**src/rtl/mgmt_pkg.sv**
```systemverilog
package mgmt_pkg;

  localparam int REG_W       = 5;
  localparam int DATA_W      = 16;
  localparam int PHY_W       = 5;
  localparam int PRE_LEN     = 33;
  localparam int OFS_START   = PRE_LEN;
  localparam int OFS_OP      = OFS_START + 2;
  localparam int OFS_PHY     = OFS_OP + 2;
  localparam int OFS_REG     = OFS_PHY + PHY_W;
  localparam int OFS_TA      = OFS_REG + REG_W;
  localparam int OFS_RD_DATA = OFS_TA + 1;
  localparam int LEN_WR      = OFS_TA + 2 + DATA_W;
  localparam int LEN_RD      = OFS_TA + 1 + DATA_W;
  localparam int IDX_W       = $clog2(LEN_WR);

  typedef struct packed {
    logic oe;
    logic dout;
  } pin_t;

  // Number of management clock cycles in a frame of the given direction.
  function automatic int frame_len(input logic rd);
    return rd ? LEN_RD : LEN_WR;
  endfunction

  // Line state for bit position i of a frame.
  function automatic pin_t frame_pin(input logic rd,
                                     input logic [REG_W-1:0] ra,
                                     input logic [DATA_W-1:0] wd,
                                     input int i);
    pin_t p;
    p.oe   = 1'b1;
    p.dout = 1'b0;
    if (i < OFS_START) begin
      p.dout = 1'b1;
    end else if (i == OFS_START) begin
      p.dout = 1'b0;
    end else if (i == OFS_START + 1) begin
      p.dout = 1'b1;
    end else if (i == OFS_OP) begin
      p.dout = rd;
    end else if (i == OFS_OP + 1) begin
      p.dout = ~rd;
    end else if (i < OFS_REG) begin
      p.dout = 1'b0;
    end else if (i < OFS_TA) begin
      for (int j = 0; j < REG_W; j++)
        if (i == OFS_TA - 1 - j) p.dout = ra[j];
    end else if (rd) begin
      p.oe   = 1'b0;
      p.dout = 1'b0;
    end else if (i == OFS_TA) begin
      p.dout = 1'b1;
    end else if (i == OFS_TA + 1) begin
      p.dout = 1'b0;
    end else begin
      for (int j = 0; j < DATA_W; j++)
        if (i == LEN_WR - 1 - j) p.dout = wd[j];
    end
    return p;
  endfunction

endpackage

```
**src/rtl/mgmt_clk_div.sv**
```systemverilog
module mgmt_clk_div #(
  parameter int DIV = 8
) (
  input  logic clk,
  input  logic rst,
  input  logic run,
  output logic mdc,
  output logic bit_last
);
  localparam int HALF = DIV / 2;
  localparam int CW   = (DIV > 1) ? $clog2(DIV) : 1;

  logic [CW-1:0] cnt;

  always_ff @(posedge clk) begin
    if (rst || !run) begin
      cnt <= '0;
    end else if (cnt == CW'(DIV - 1)) begin
      cnt <= '0;
    end else begin
      cnt <= cnt + 1'b1;
    end
  end

  assign mdc      = run && (cnt >= CW'(HALF));
  assign bit_last = run && (cnt == CW'(DIV - 1));

  // the clock enters every frame from its low phase
  assert_clock_starts_low_R6: assert property (@(posedge clk) disable iff (rst)
    $rose(run) |-> !mdc);

  // the end of a bit is always seen with the clock high
  assert_bit_ends_high_R6: assert property (@(posedge clk) disable iff (rst)
    bit_last |-> mdc);

endmodule

```
**src/rtl/mgmt_bit_seq.sv**
```systemverilog
module mgmt_bit_seq
  import mgmt_pkg::*;
(
  input  logic              clk,
  input  logic              rst,
  input  logic              start,
  input  logic              rd_in,
  input  logic [REG_W-1:0]  reg_in,
  input  logic [DATA_W-1:0] wd_in,
  input  logic              bit_last,
  output logic              busy,
  output logic [IDX_W-1:0]  idx,
  output logic              rd_l,
  output logic              frame_end,
  output logic              done,
  output logic              oe,
  output logic              dout
);
  logic [REG_W-1:0]  reg_l;
  logic [DATA_W-1:0] wd_l;
  logic              accept;
  pin_t              pin;

  assign accept    = start && !busy;
  assign frame_end = busy && bit_last && (int'(idx) == frame_len(rd_l) - 1);

  always_ff @(posedge clk) begin
    if (rst) begin
      busy  <= 1'b0;
      idx   <= '0;
      rd_l  <= 1'b0;
      reg_l <= '0;
      wd_l  <= '0;
      done  <= 1'b0;
    end else begin
      done <= frame_end;
      if (accept) begin
        busy  <= 1'b1;
        idx   <= '0;
        rd_l  <= rd_in;
        reg_l <= reg_in;
        wd_l  <= wd_in;
      end else if (frame_end) begin
        busy <= 1'b0;
        idx  <= '0;
      end else if (busy && bit_last) begin
        idx <= idx + 1'b1;
      end
    end
  end

  always_comb begin
    pin = busy ? frame_pin(rd_l, reg_l, wd_l, int'(idx)) : pin_t'('0);
  end

  assign oe   = pin.oe;
  assign dout = pin.dout;

  // a strobe during a frame leaves the latched request untouched
  assert_start_ignored_R7: assert property (@(posedge clk) disable iff (rst)
    (busy && start) |=> ($stable(reg_l) && $stable(rd_l) && $stable(wd_l)));

  // done never lasts longer than one cycle
  assert_done_single_R8: assert property (@(posedge clk) disable iff (rst)
    done |=> !done);

  // done coincides with the fall of busy
  assert_done_with_idle_R8: assert property (@(posedge clk) disable iff (rst)
    done |-> (!busy && $fell(busy)));

endmodule

```
**src/rtl/mgmt_rx_capture.sv**
```systemverilog
module mgmt_rx_capture
  import mgmt_pkg::*;
(
  input  logic              clk,
  input  logic              rst,
  input  logic              busy,
  input  logic              rd_l,
  input  logic              bit_last,
  input  logic [IDX_W-1:0]  idx,
  input  logic              frame_end,
  input  logic              line_oe,
  input  logic              mdi,
  output logic [DATA_W-1:0] rdata
);
  logic [DATA_W-1:0] sh;
  logic              sample_en;

  assign sample_en = busy && rd_l && bit_last && (int'(idx) >= OFS_RD_DATA);

  always_ff @(posedge clk) begin
    if (rst) begin
      sh    <= '0;
      rdata <= '0;
    end else begin
      if (sample_en) sh <= {sh[DATA_W-2:0], mdi};
      if (sample_en && frame_end) rdata <= {sh[DATA_W-2:0], mdi};
    end
  end

  // the block never samples while it drives the line
  assert_sample_released_R5: assert property (@(posedge clk) disable iff (rst)
    sample_en |-> !line_oe);

  // read data only moves at the end of a frame
  assert_rdata_hold_R8: assert property (@(posedge clk) disable iff (rst)
    !frame_end |=> $stable(rdata));

endmodule

```
**src/rtl/mgmt_frame_master.sv**
```systemverilog
module mgmt_frame_master
  import mgmt_pkg::*;
#(
  parameter int DIV = 8
) (
  input  logic              clk,
  input  logic              rst,
  input  logic              start_i,
  input  logic              rd_i,
  input  logic [REG_W-1:0]  reg_i,
  input  logic [DATA_W-1:0] wdata_i,
  output logic [DATA_W-1:0] rdata_o,
  output logic              busy_o,
  output logic              done_o,
  output logic              mdc_o,
  output logic              mdio_oe_o,
  output logic              mdio_out_o,
  input  logic              mdio_in_i
);
  logic             busy;
  logic             bit_last;
  logic             frame_end;
  logic             rd_l;
  logic [IDX_W-1:0] idx;

  mgmt_clk_div #(.DIV(DIV)) u_div (
    .clk      (clk),
    .rst      (rst),
    .run      (busy),
    .mdc      (mdc_o),
    .bit_last (bit_last)
  );

  mgmt_bit_seq u_seq (
    .clk       (clk),
    .rst       (rst),
    .start     (start_i),
    .rd_in     (rd_i),
    .reg_in    (reg_i),
    .wd_in     (wdata_i),
    .bit_last  (bit_last),
    .busy      (busy),
    .idx       (idx),
    .rd_l      (rd_l),
    .frame_end (frame_end),
    .done      (done_o),
    .oe        (mdio_oe_o),
    .dout      (mdio_out_o)
  );

  mgmt_rx_capture u_cap (
    .clk       (clk),
    .rst       (rst),
    .busy      (busy),
    .rd_l      (rd_l),
    .bit_last  (bit_last),
    .idx       (idx),
    .frame_end (frame_end),
    .line_oe   (mdio_oe_o),
    .mdi       (mdio_in_i),
    .rdata     (rdata_o)
  );

  assign busy_o = busy;

  // line changes only happen with the clock low
  assert_line_moves_low_R6: assert property (@(posedge clk) disable iff (rst)
    (!$stable(mdio_out_o) || !$stable(mdio_oe_o)) |-> !mdc_o);

  // an idle block keeps the clock low and the line released
  assert_idle_released_R9: assert property (@(posedge clk) disable iff (rst)
    !busy_o |-> (!mdc_o && !mdio_oe_o));

  // once a read passes its register field the line stays released
  assert_read_release_R5: assert property (@(posedge clk) disable iff (rst)
    (busy && rd_l && int'(idx) >= OFS_TA) |-> !mdio_oe_o);

  // the cycle after reset is idle
  assert_reset_idle_R10: assert property (@(posedge clk)
    $past(rst) |-> (!busy_o && !done_o && !mdc_o && !mdio_oe_o));

endmodule

```
**config.mk**
```make
export PLATFORM = sky130hd
export DESIGN_NAME = mgmt_frame_master
export DESIGN_NICKNAME = d
export VERILOG_FILES = /design/src/rtl/mgmt_pkg.sv /design/src/rtl/mgmt_clk_div.sv /design/src/rtl/mgmt_bit_seq.sv /design/src/rtl/mgmt_rx_capture.sv /design/src/rtl/mgmt_frame_master.sv
export SDC_FILE = /design/constraint.sdc
export NUM_CORES = 1
export LEC_CHECK = 0
export BUFFER_PORTS_ARGS = -buffer_cell sky130_fd_sc_hd__buf_2
export CAP_MARGIN = 40
export CORE_AREA = 2 2 73 89
export CTS_CLUSTER_SIZE = 40
export DETAILED_ROUTE_END_ITERATION = 10
export DIE_AREA = 0 0 75 91
export PLACE_DENSITY = 0.73
export SLEW_MARGIN = 10
export SYNTH_ARGS = -nofsm -noshare
export SYNTH_HDL_FRONTEND = slang
export SYNTH_SLANG_ARGS = --single-unit
```
**constraint.sdc**
```tcl
create_clock -name clk -period 1.94 [get_ports clk]
set_clock_uncertainty 0.2 [all_clocks]
set_input_delay 0.097 -clock clk [delete_from_list [all_inputs] [get_ports clk]]
set_output_delay 0.097 -clock clk [all_outputs]
set_load 0.01 [all_outputs]
```
==> results of run 1 <==
## worst paths after layout
| kind | from | endpoint | slack [ns] | cells after the start |
|---|---|---|---|---|
| max | u_seq.idx[0]$_SDFFE_PP0P_ | mdio_out_o | -0.55 | 10 |
| min | start_i | u_seq.idx[0]$_SDFFE_PP0P_ | 0.16 | 5 |
| max reg2reg | u_seq.idx[0]$_SDFFE_PP0P_ | u_seq.idx[1]$_SDFFE_PP0P_ | 0.05 | 9 |
| min reg2reg | u_div.cnt[0]$_SDFF_PP0_ | u_div.cnt[0]$_SDFF_PP0_ | 0.23 | 1 |
## worst max-delay path, stage by stage (launching register included)
cell      delay [ns]
dfxtp_4         0.37
buf_12          0.12
ha_4            0.18
buf_6           0.14
buf_4           0.13
nor3b_2         0.15
o21ai_1         0.10
mux2i_1         0.13
a311oi_1        0.10
a211o_1         0.27
buf_2           0.14
## report_power, final
group	total [uW]	internal, uW	leakage (uW)	switching, uW
sequential	1400	1370	0.000529	28.9
combinational	195	103	0.000951	91.5
clock	1150	612	0.000101	536
## state kept, by name, indices dropped and copies added (netlist names)
name         cells
u_seq.idx        7
u_seq.done       1
u_seq.wd_l      16
u_seq.rd_l       1
u_cap.rdata     16
u_div.cnt        3
u_seq.reg_l      5
u_seq.busy       1
u_cap.sh        15
## layout make-up
class	instances	area [sq um]	area share
Clock buffer	13	180	0.0447
Clock inverter	3	21.3	0.00527
Inverter	10	42.5	0.0105
Multi-Input combinational cell	237	1590	0.394
Sequential cell	65	1310	0.324
Tap cell	82	103	0.0254
Timing Repair Buffer	107	788	0.195
## stage by stage
step | TNS [ns] | setup slack (ns) | instances | hold WS, ns
CTS | -0.540 | -0.540 | 510 | 0.186
finish | -0.740 | -0.549 | 517 | 0.157
global placement | -0.210 | -0.210 | 469 | 0.108
floorplan | -0.0355 | -0.0355 | 338 | 0.0227
detailed placement | -0.219 | -0.219 | 469 | 0.109
global route | -1.19 | -0.649 | 517 | 0.191
## layer usage
layer	GRT usage	vias up	share of wire
li1	-	1371	-
met1	0.256	1301	0.42
met2	0.383	72	0.52
met3	0.0477	15	0.040
met4	0.0923	0	0.021
met5	0	-	0
## cells in the mapped netlist, drive strengths merged (2+ instances only)
| cell type | number |
|---|---|
| nor2 | 13 |
| and2 | 5 |
| nand2b | 3 |
| nor2b | 3 |
| and3 | 2 |
| inv | 10 |
| ha | 6 |
| a2111oi | 3 |
| nand2 | 75 |
| or2 | 2 |
| nand4 | 4 |
| clkbuf | 11 |
| buf | 16 |
| nor4b | 2 |
| o21ai | 5 |
| xor2 | 3 |
| nand3 | 5 |
| xnor2 | 3 |
| a211oi | 4 |
| a21oi | 41 |
| dfxtp | 65 |
| o2111ai | 2 |
| a21o | 2 |
| nand3b | 5 |
| nor3 | 4 |
| a22o | 22 |
| nor3b | 5 |
## kinds of logic (layout without fill, tap and decap cells)
group                      Yosys count  in the layout  share of synthesized area
muxes                                1              1                    0.00346
and+or+nand+nor                    131            132                      0.225
buffers and inverters               37            133                     0.0610
DFF                                 65             65                      0.450
adders and majority gates            6              6                     0.0260
xor gates and xnor gates             6              6                     0.0182
AOI/OAI and AO/OA                   92             92                      0.216
## timing repair
item | 4_1_cts | 5_1_grt
cloned | 0 | 1
endpoints found under the hold margin | 27 | 0
buffers inserted | 1 | 6
hold buffers | 24 | 0
endpoints found under the setup margin | 2 | 34
gates resized for setup | 18 | 15
pin swaps | 8 | 12
==> results.cfg, run 1 <==
[outcome]
status = complete, but fails checks
violations = setup timing

[setup_path]
cp_data_arrival_time_ns = 2.19
critPathKind = reg2out
start_kind = flip-flop
crit_fanout = 7
end_kind = output port
worstPathRequired_ns = 1.64

[drt]
wire_per_inst_microns = 14.2
drtAntennaViolNets = 0
first_iter_violations = 131
drc_errors = 0
drt_pass1_iterations = 4
vias = 2759
totalWireLength_mm = 7.32
via_per_inst = 5.34

[floorplan]
row_count = 31
fp.dieW_microns = 75
core_sq_um = 5930
die_area_sq_um = 6830
start_util = 0.487
die_h_microns = 91
pin_count = 47

[synth]
ys_warn_count = 0
synth_edf_count = 0
synth_cells = 338
mappedNetlistArea_sq_um = 2890
syn_area_per_cell_sq_um = 8.55
synth.ff_latch_count = 65
synth_flop_cell = dfxtp_1
async_flop_share = 0
ys_types = 51
ys_seq_area_frac = 0.450
yosysTopAreaCellShare = 0.450
yosysTopAreaCell = dfxtp_1
synth_area_leaders = dfxtp_1, nand2_1, a21oi_1
syn-num-nets = 370

[power_and_ir_drop]
leakage_uw = 0.00158
irDropWorstVdd_v = 0.000411
power_density_nw_per_um2 = 679
power_uw = 2740

[finish]
nets = 462
nFillCells = 466
layout_common_cells = nand2_1, dfxtp_1, buf_2, a21oi_1, buf_4
area_growth_pct = 39.5
antennaDiodeCount = 0
drive_gt1_frac = 0.301
fin_util = 0.680
stdcell_area_sq_um = 4030
final_common_cell = nand2_1

[grt]
antenna_found_initial = 0
grt_pass1_vias = 2595
grt_overflow = 0
grt_max_degree = 32
grt_pass1_wl_mm = 11.7
grt.total_usage = 0.222

[clock_network]
clkTransAtPathRegs_ns = 0.07
cts_root_buffer = clkbuf_8
worstSkewPairLatency_ns = 0.34
clkSinkCount = 65
cts_tree = done
numCtsBuffers = 9
ctsHtreeMaxLevel = 3
cts_max_path_buffers = 2

[sta]
fin_crit_ns = 2.49
setup_viol = 2
period_share = 1.28
max_slew_margin = 0.710
worst_pin_slew_ns = 0.435
rsz0062_at_grt = true
fmax_mhz = 402
finalHoldViolations = 0
final_max_slew_viol_count = 0
setup_slack_ns = -0.549

[placement]
placed_cell_area_sq_um = 3370
gp_congestion = 0.843
portBuffers = 46
dp_hpwl_mm = 4.88

[min_path]
hold_path_class = in2reg

[flow_run]
maxCapViolCount = 0
No activity file was read; power rests on OpenSTA's default activity.
==> run 2: changes to the inputs <==
Settings changed: SETUP_SLACK_MARGIN from default to 0.15.
==> results.cfg, run 2 (synthesized netlist as in run 1, its figures left out) <==
[power_and_ir_drop]
power_density_nw_per_um2 = 690
seqPwrFrac = 0.497
leakage_uw = 0.00157
irDropWorstVdd_v = 0.000579
swShare = 0.245
pwr-share-comb = 0.071
p_clk_frac = 0.431
intPower_uw = 2120
p_switching_uw = 689

[setup_path]
startpoint = u_seq.idx[1]$_SDFFE_PP0P_
end_kind = output port
rr_startpoint = u_seq.idx[4]$_SDFFE_PP0P_
worstPathRequired_ns = 1.64
cp_data_arrival_time_ns = 2.24
crit_fanout = 6
start_kind = flip-flop
critPathKind = reg2out

[outcome]
violations = setup timing
status = complete, but fails checks

[clock_network]
clkSinkCount = 65
worstSkewPairLatency_ns = 0.34
numCtsBuffers = 9
cts_max_path_buffers = 2
cts_root_buffer = clkbuf_8
post_cts_buffers = 0
clkTransAtPathRegs_ns = 0.08
ctsHtreeMaxLevel = 3
cts_tree = done

[min_path]
worstHoldStart = start_i
hold_path_class = in2reg

[placement]
dpl_worst_slack_ns = -0.190
dp_hpwl_mm = 4.62
gp_congestion = 0.983
portBuffers = 46
placed_cell_area_sq_um = 3440

[drt]
via_per_inst = 5.24
drtAntennaViolNets = 0
wire_per_inst_microns = 13.6
drc_errors = 0
drt_pass1_iterations = 4
vias = 2687
first_iter_violations = 161
totalWireLength_mm = 6.98

[finish]
final_common_cell = nand2_1
nets = 458
area_growth_pct = 40.9
layout_common_cells = nand2_1, dfxtp_1, buf_2, a21oi_1, buf_4
largestRegisters = u_cap.rdata (16), u_seq.wd_l (16), u_cap.sh (15)
antennaDiodeCount = 0
stdcell_area_sq_um = 4080
drive_gt1_frac = 0.336
fin_util = 0.687

[flow_run]
maxCapViolCount = 0

[grt]
antenna_found_initial = 0
grt.total_usage = 0.216
grt_overflow = 0
grt_pass1_vias = 2590
grt_max_degree = 30
grt_pass1_wl_mm = 11.4

[floorplan]
start_util = 0.487
die_h_microns = 91
pin_count = 47
row_count = 31
die_area_sq_um = 6830
core_sq_um = 5930
fp.dieW_microns = 75

[sta]
max_slew_margin = 0.752
fmax_mhz = 395
worst_pin_slew_ns = 0.372
finalHoldViolations = 0
final_max_slew_viol_count = 0
setup_slack_ns = -0.593
fin_crit_ns = 2.53
rsz0062_at_grt = true
setup_viol = 2
period_share = 1.31
fin_tns_setup_ns = -0.713
timing.hold.ws_ns = 0.145
==> run 2: cell count changes in the layout (fill, tap and decap cells not counted), sizes merged <==
cell      change
inv           +2
buf           -3
clkinv        +1
clkbuf        -3
nand3         -1
clkinvlp      -1
bufinv        +1
==> run 2: power groups by stage <==
stage          Combinational [uW]  Sequential (uW)  Clock (uW)
2_1_floorplan                88.6             1420           0
3_3_place_gp                  157             1430           0
3_5_place_dp                  158             1430           0
4_1_cts                       198             1400        1230
5_1_grt                       221             1400        1310
6_report                      201             1400        1210
==> run 2: worst paths after layout <==
kind                                             endpoint  slack [ns]  cells after the start
worst max register to register  u_seq.idx[5]$_SDFFE_PP0P_        0.09                      5
worst min-delay path            u_seq.idx[2]$_SDFFE_PP0P_        0.15                      5
worst min register to register    u_div.cnt[0]$_SDFF_PP0_        0.24                      1
worst max-delay path                           mdio_out_o       -0.59                      8
==> run 2: per-layer routing <==
| layer | wire length (microns) | share of wire | track usage | up-vias |
|---|---|---|---|---|
| met5 | 0 | 0 | 0 | - |
| met4 | 135 | 0.019 | 0.0818 | 0 |
| met3 | 321 | 0.046 | 0.0599 | 13 |
| met2 | 3610 | 0.52 | 0.365 | 78 |
| met1 | 2920 | 0.42 | 0.251 | 1238 |
| li1 | - | - | - | 1358 |
==> run 2: layout make-up <==
class | count | area (sq um)
clock inverters | 6 | 73.8
repair buffers | 104 | 772
multi-input cells | 236 | 1630
fillers | 478 | 1860
inverters | 10 | 42.5
well taps | 82 | 103
clock buffers | 10 | 138
flip-flops and latches | 65 | 1310
==> run 2: worst max-delay path, stage by stage, from the launching register on <==
cell	delay, ns
dfxtp_4	0.41
inv_4	0.06
ha_4	0.17
or2_4	0.27
a2111o_1	0.29
a32oi_1	0.19
a311oi_1	0.07
a211o_1	0.31
buf_2	0.14
==> run 2: what timing repair did <==
item,CTS,global route
endpoints found under the hold margin,29,0
gates resized for setup,16,26
gates cloned,1,0
hold buffers,24,0
pin swaps,8,23
setup endpoints to repair,6,33
==> run 2: metrics by stage <==
step	cells	total power, uW
detailed placement	472	1580
global placement	472	1580
global route	513	2930
finish	513	2810
floorplan	338	1510
CTS	513	2820
